--- config.mk ---
export PLATFORM = sky130hd
export DESIGN_NAME = e3_los_detector
export DESIGN_NICKNAME = d
export VERILOG_FILES = /design/src/rtl/e3_los_pkg.sv /design/src/rtl/e3_los_run_counter.sv /design/src/rtl/e3_los_state.sv /design/src/rtl/e3_los_detector.sv
export SDC_FILE = /design/constraint.sdc
export NUM_CORES = 1
export LEC_CHECK = 0
export CORE_ASPECT_RATIO = 1.5
export CORE_MARGIN = 8
export CORE_UTILIZATION = 45
export CTS_CLUSTER_DIAMETER = 80
export DETAILED_ROUTE_END_ITERATION = 7
export GPL_TIMING_DRIVEN = 0
export PLACE_DENSITY = 0.62
export SLEW_MARGIN = 10
export SYNTH_ARGS = -nofsm -noshare
export SYNTH_HDL_FRONTEND = slang
export SYNTH_SLANG_ARGS = --single-unit
export TNS_END_PERCENT = 1
--- constraint.sdc ---
create_clock -name clk -period 3.7 [get_ports clk]
set_input_delay 0.74 -clock clk [delete_from_list [all_inputs] [get_ports clk]]
set_output_delay 0.74 -clock clk [all_outputs]
set_load 0.005 [all_outputs]
--- src/rtl/e3_los_pkg.sv ---
package e3_los_pkg;
  // width needed to hold values 0..max inclusive
  function automatic int cnt_w(input int max);
    return (max < 1) ? 1 : $clog2(max + 1);
  endfunction
endpackage

--- src/rtl/e3_los_run_counter.sv ---
module e3_los_run_counter
  import e3_los_pkg::*;
#(
  parameter int MAX = 32,
  localparam int W = cnt_w(MAX)
) (
  input  logic         clk,
  input  logic         rst,
  input  logic         preset,
  input  logic         clr,
  input  logic         inc,
  output logic [W-1:0] count
);
  localparam logic [W-1:0] MAXV = W'(MAX);

  // saturating up-counter; preset loads the ceiling
  always_ff @(posedge clk) begin
    if (rst)                       count <= '0;
    else if (preset)               count <= MAXV;
    else if (clr)                  count <= '0;
    else if (inc && count != MAXV) count <= count + 1'b1;
  end

  // never beyond its ceiling
  a_r8_count_bound: assert property (@(posedge clk) disable iff (rst)
    count <= MAXV);

  // without inc, preset or clr the count holds
  a_r7_hold: assert property (@(posedge clk) disable iff (rst)
    (!inc && !preset && !clr) |=> $stable(count));
endmodule

--- src/rtl/e3_los_state.sv ---
module e3_los_state (
  input  logic clk,
  input  logic rst,
  input  logic decl,
  input  logic rel,
  output logic los,
  output logic los_chg
);
  always_ff @(posedge clk) begin
    if (rst) begin
      los     <= 1'b0;
      los_chg <= 1'b0;
    end else begin
      los_chg <= decl | rel;
      if (decl)     los <= 1'b1;
      else if (rel) los <= 1'b0;
    end
  end

  // pulse exactly when the level has just changed
  a_r6_chg_on_edge: assert property (@(posedge clk) disable iff (rst)
    (los != $past(los)) |-> los_chg);
  a_r6_chg_only_edge: assert property (@(posedge clk) disable iff (rst)
    los_chg |-> (los != $past(los)));
endmodule

--- src/rtl/e3_los_detector.sv ---
module e3_los_detector
  import e3_los_pkg::*;
#(
  parameter int DECL_RUN  = 32,
  parameter int WIN_LEN   = 32,
  parameter int SHORT_RUN = 4
) (
  input  logic clk,
  input  logic rst,
  input  logic bit_in,
  input  logic bit_vld,
  output logic los,
  output logic los_chg
);
  localparam int ZW = cnt_w(DECL_RUN);
  localparam int SW = cnt_w(SHORT_RUN);
  localparam int WW = cnt_w(WIN_LEN);
  localparam logic [ZW-1:0] Z_LAST = ZW'(DECL_RUN - 1);
  localparam logic [SW-1:0] S_LAST = SW'(SHORT_RUN - 1);
  localparam logic [WW-1:0] W_LAST = WW'(WIN_LEN - 1);

  logic [ZW-1:0] zrun;
  logic [SW-1:0] srun;
  logic [WW-1:0] wcnt;
  logic zero_bit, one_bit, decl, restart, rel;

  assign zero_bit = bit_vld & ~bit_in;
  assign one_bit  = bit_vld &  bit_in;

  // declaration: long zero run while clear
  assign decl    = ~los & zero_bit & (zrun == Z_LAST);
  // recovery: short zero run restarts window, full window releases
  assign restart = los & zero_bit & (srun >= S_LAST);
  assign rel     = los & bit_vld & ~restart & (wcnt == W_LAST);

  e3_los_run_counter #(.MAX(DECL_RUN)) u_zrun (
    .clk(clk), .rst(rst),
    .preset(1'b0),
    .clr(los | one_bit),
    .inc(zero_bit),
    .count(zrun)
  );

  // preset at declaration: the line ended on a zero run
  e3_los_run_counter #(.MAX(SHORT_RUN)) u_srun (
    .clk(clk), .rst(rst),
    .preset(decl),
    .clr(~los | one_bit),
    .inc(los & zero_bit),
    .count(srun)
  );

  e3_los_run_counter #(.MAX(WIN_LEN)) u_win (
    .clk(clk), .rst(rst),
    .preset(1'b0),
    .clr(~los | restart),
    .inc(los & bit_vld),
    .count(wcnt)
  );

  e3_los_state u_state (
    .clk(clk), .rst(rst),
    .decl(decl), .rel(rel),
    .los(los), .los_chg(los_chg)
  );

  // rise only after a valid zero
  a_r1_rise_on_zero: assert property (@(posedge clk) disable iff (rst)
    $rose(los) |-> ($past(bit_vld) && !$past(bit_in)));
  // no valid bit, no change
  a_r7_idle_no_chg: assert property (@(posedge clk) disable iff (rst)
    !bit_vld |=> !los_chg);
  // release only on a valid bit
  a_r3_fall_on_valid: assert property (@(posedge clk) disable iff (rst)
    $fell(los) |-> $past(bit_vld));
  // a restart empties the window
  a_r4_restart_clears: assert property (@(posedge clk) disable iff (rst)
    restart |=> (wcnt == '0));
endmodule

# Word-level counts from Yosys, hierarchy flattened
# Cells that the tools add are included.
dict set report classes {
  add_sub_neg 3
  magnitude_cmp 1
  eq_ne 5
  mux 5
  bitwise_logic 16
  n_reduce_logical 8
}
# op n
set ops {}
lappend ops {{$add 6x1->6 const B} 2}
lappend ops {{$eq 6x5->1 const B} 2}
lappend ops {{$ne 6x6->1 const B} 2}
lappend ops {{$and 1x1->1} 9}
lappend ops {{$mux 3} 3}
lappend ops {{$or 1x1->1} 4}
lappend ops {{$reduce_or 2->1} 2}
lappend ops {{$add 3x1->3 const B} 1}
lappend ops {{$ge 3x2->1 const B} 1}
lappend ops {{$logic_and 1x1->1} 3}
lappend ops {{$ne 3x3->1 const B} 1}
lappend ops {{$not 1->1} 3}
lappend ops {{$reduce_bool 3->1} 1}
lappend ops {{$reduce_or 3->1} 1}
lappend ops {{$mux 1} 2}
lappend ops {{$reduce_bool 2->1} 1}
dict set report word_totals {
  register_bits 17
}

# Longest topological paths before layout
dict set report depth {
  word_depth 9
  ltp_mapped 5
  mapped_depth_nobuf 5
}

# Hierarchy
# From an unflattened synthesis, not the netlist that was laid out.
dict set report hier_totals {
  cells_unflattened 116
  hier_area_um2 1004.7
}
# module instances cells_per_inst area_per_inst_um2
set modules_own_cells {}
lappend modules_own_cells {{e3_los_run_counter (u_win ...)} 2 37 319.1}
lappend modules_own_cells {{e3_los_run_counter (u_srun)} 1 19 201.4}
lappend modules_own_cells {e3_los_detector 1 16 98.8}
lappend modules_own_cells {e3_los_state 1 7 66.3}

# Worst setup path after synthesis
# OpenSTA, ideal clock, no wires.
dict set report synth_path {
  kind {input to register}
  start {input bit_vld}
  end {register u_zrun.count[5]}
  setup_ps 70
  arrival_ps 1563
  t_required_ps 3630
  setup_slack_ps 2068
  path_stages 4
  cell_sequence {buf_4 > nand4b_4 > or4_1 > a21oi_1}
}
dict set report synth_via {
  elab_chain_cells 3
}
# element line
set synth_lines {}
lappend synth_lines {{start, declared} e3_los_detector.sv:11} ;# input logic bit_vld,
lappend synth_lines {{$and 1x1->1} e3_los_detector.sv:28} ;# assign one_bit = bit_vld & bit_in;
lappend synth_lines {{$or 1x1->1} e3_los_detector.sv:39} ;# .clr(los | one_bit),
lappend synth_lines {{$reduce_or 2->1 (no line)} -}
lappend synth_lines {{end signal, assigned} e3_los_run_counter.sv:21} ;# else if (inc && count != MAXV) count <= count + 1'b1;
lappend synth_lines {{end, declared} e3_los_run_counter.sv:12} ;# output logic [W-1:0] count
# Several ways; a longest one is shown, not always the timed one.
# A chain may end at the register's enable or synchronous reset.

# Worst setup path in the final report
dict set report layout_path {
  start {input bit_in}
  end {register u_win.count[1]}
}
dict set report layout_via {
  elab_chain_cells 6
}
# element line
set layout_lines {}
lappend layout_lines {{start, declared} e3_los_detector.sv:10} ;# input logic bit_in,
lappend layout_lines {{$not 1->1} e3_los_detector.sv:27} ;# assign zero_bit = bit_vld & ~bit_in;
lappend layout_lines {{$and 1x1->1} e3_los_detector.sv:27}
lappend layout_lines {{$and 1x1->1 (2 in a row)} e3_los_detector.sv:33} ;# assign restart = los & zero_bit & (srun >= S_LAST);
lappend layout_lines {{$or 1x1->1} e3_los_detector.sv:56} ;# .clr(~los | restart),
lappend layout_lines {{$reduce_or 2->1 (no line)} -}
lappend layout_lines {{end signal, assigned} e3_los_run_counter.sv:21}
lappend layout_lines {{end, declared} e3_los_run_counter.sv:12}
# No other way between the ends.

==> metrics.txt <==
vias in the first global route 798; n_diodes 0; RD Place Congestion 0.756; drt via density 5.81; Min-Delay Path Class reg -> reg; clk_skew 0.00684 ns; Die Width 54.1 um; highest clock rate 474 MHz; first-pass GRT wire length 3440 um; worst hold endpoint u_zrun.count[0]; hold_buf cts 0; worst path arrival time 2.25 ns; Cells after Synth 117; Final min period 2.11 ns; Num CTS Buffers 3; Sink Count 17; sequential share of the synthesized area 0.346; hold_ws 0.496 ns; Leakage 0.396 nW; Synth Cell Area 982 um2; GRT Resource Usage Total 0.110; Avg Inst Size Synth 8.39 um2; Clock Latency Late Sink 0.28 ns; CTS tree built; Vias 860; Iter 0 DRT Violations 10; Initial Util 0.479; std cell rows 20; gr ovfl total 0; Post-DP Area 0.00106 mm2; synthesized net count 128; P&R area growth vs syn 10.6%; share of layout cells above drive strength 1 0.0794; commonest non-fill, non-tap cell in the layout dfxtp_1; crit path kind in -> reg; Setup TNS 0 ns; Async SR Flop Fraction 0; FF+latch count, synth 17; CP delay by family, top compound AO/OA/AOI/OAI gates; crit path max fanout 9; Max Slew Vio Count 0; fin util 0.529; core area 0.00205 mm2; hold path depth 2; Slowest Stage Delay on Critical Path 0.57 ns; Slew HR 0.573; Crit path required time 3.84 ns; final-report setup violation count 0; 1st-pass router iterations 4; register clock-pin slew on the reported worst setup and hold paths 0.10 ns; fin nets 138; clk buf depth 2; CP Launch Type primary input; worst reg2reg setup slack 1.94 ns; CTS root buffer clkbuf_4; Design Area, Final 0.00109 mm2; largest vdd supply drop 0.131 mV; Remaining DRCs 0; htree depth 1; worst-margin pin slew 0.634 ns; FILL cells 202; Critical R2R Capture u_win.count[1]; Die H 73.2 um; Final ANT Viol Nets 0; Post-CTS Setup Bufs 0; highest-count cells in the layout ignoring fill and taps dfxtp_1, nand2_1, a21oi_1; Tot Pwr 0.000300 W; Buf+Inv Stages, Crit Path 1; depth of the most critical reg-to-reg path 5; EDFF count, synth 0; die area 0.00396 mm2; PortBufs 5; Ys Warns 0; status finished clean; CP max stage cell clkdlybuf4s50_1; multi-input logic area 604 um2; MaxCap Viol Count 0; final hold vios 0; CP Cell Sequence clkdlybuf4s50_1 -> or2b_1 -> o21ai_0 -> a31oi_1; dominant synthesized flop cell dfxtp_1; Critical R2R Launch u_srun.count[0]; wire per inst 13.5 um; unrepaired setup endpoints after global routing no; Hold Startpoint u_zrun.count[0]; post-cts resize count 0; pwr/cell area 276 mW/mm2; HPWL after DPL 1550 um; critical path depth in cells 4; drt total wl 1990 um; Reg area 340 um2; largest net degree at the start of global routing 11; period utilization 0.570; initial antenna violation count 0; Boundary Pins 6; Cell variety after synth 39; Worst Setup End Kind register
## layer usage
layer	share of wire	vias to the layer above	track usage	routed length [um]
met5	0	-	0	0
met1	0.48	393	0.137	951
met2	0.48	7	0.180	962
met4	0.012	0	0.0330	24
li1	-	456	-	-
met3	0.028	4	0.0224	55
## report_power, final
group	switching (W)	internal, W
clock network	0.0000553	0.0000418
logic	0.0000104	0.00000780
registers	0.000000851	0.000184
## registers in the layout, indices dropped and copies added, names as in the netlist
| signal | flops |
|---|---|
| u_srun.count | 3 |
| u_zrun.count | 6 |
| u_state.los | 1 |
| u_win.count | 6 |
| u_state.los_chg | 1 |
## stage by stage
step	instances	worst slack, ns
after global routing	148	1.51
after detailed placement	144	1.28
after CTS	148	1.57
after floorplan	117	2.07
after global placement	144	1.26
final	148	1.59
## worst register-to-register path, cell delays in order, from the launching register on
cell      delay, ns
dfxtp_1        0.35
ha_1           0.20
ha_1           0.17
a211oi_1       0.40
o21ai_0        0.35
a31oi_1        0.23
## cell type report
| cell class | instances | share of cell area |
|---|---|---|
| Inverter | 8 | 0.0276 |
| Buffer | 1 | 0.00691 |
| Clock buffer | 4 | 0.0242 |
| Sequential cell | 17 | 0.313 |
| Timing Repair Buffer | 5 | 0.0461 |
| Tap cell | 22 | 0.0253 |
| Multi-Input combinational cell | 91 | 0.556 |
## how the worst max path moves through the flow
stage | start | to | slack, ns
6_report | bit_in | u_win.count[1] | 1.59
5_1_grt | bit_in | u_win.count[3] | 1.51
4_1_cts | bit_in | u_win.count[1] | 1.57
3_5_place_dp | bit_in | u_win.count[1] | 1.28
3_3_place_gp | bit_in | u_win.count[1] | 1.26
2_1_floorplan | bit_vld | u_zrun.count[5] | 2.07
## synth_stat cells (2+ instances only)
cell / number / area share
nand3_1: 4 / 0.020
nor2b_1: 2 / 0.013
nor3_1: 2 / 0.010
mux2i_1: 2 / 0.020
inv_1: 8 / 0.031
nand2_1: 14 / 0.054
o21ai_0: 8 / 0.041
dfxtp_1: 17 / 0.35
a31oi_1: 2 / 0.013
nand4_1: 4 / 0.025
o31ai_1: 2 / 0.015
ha_1: 7 / 0.089
a21oi_1: 12 / 0.061
nor2_1: 4 / 0.015
or3_1: 4 / 0.025
a211oi_1: 2 / 0.015
## kinds of logic after synthesis
family | Yosys count | synth area share
adders and majority gates | 7 | 0.0892
buffers and inverters | 9 | 0.0382
DFF | 17 | 0.347
AOI/OAI and AO/OA | 34 | 0.217
muxes | 2 | 0.0204
and+or+nand+nor | 48 | 0.289
Note: power is estimated with default switching activity, not from simulation.
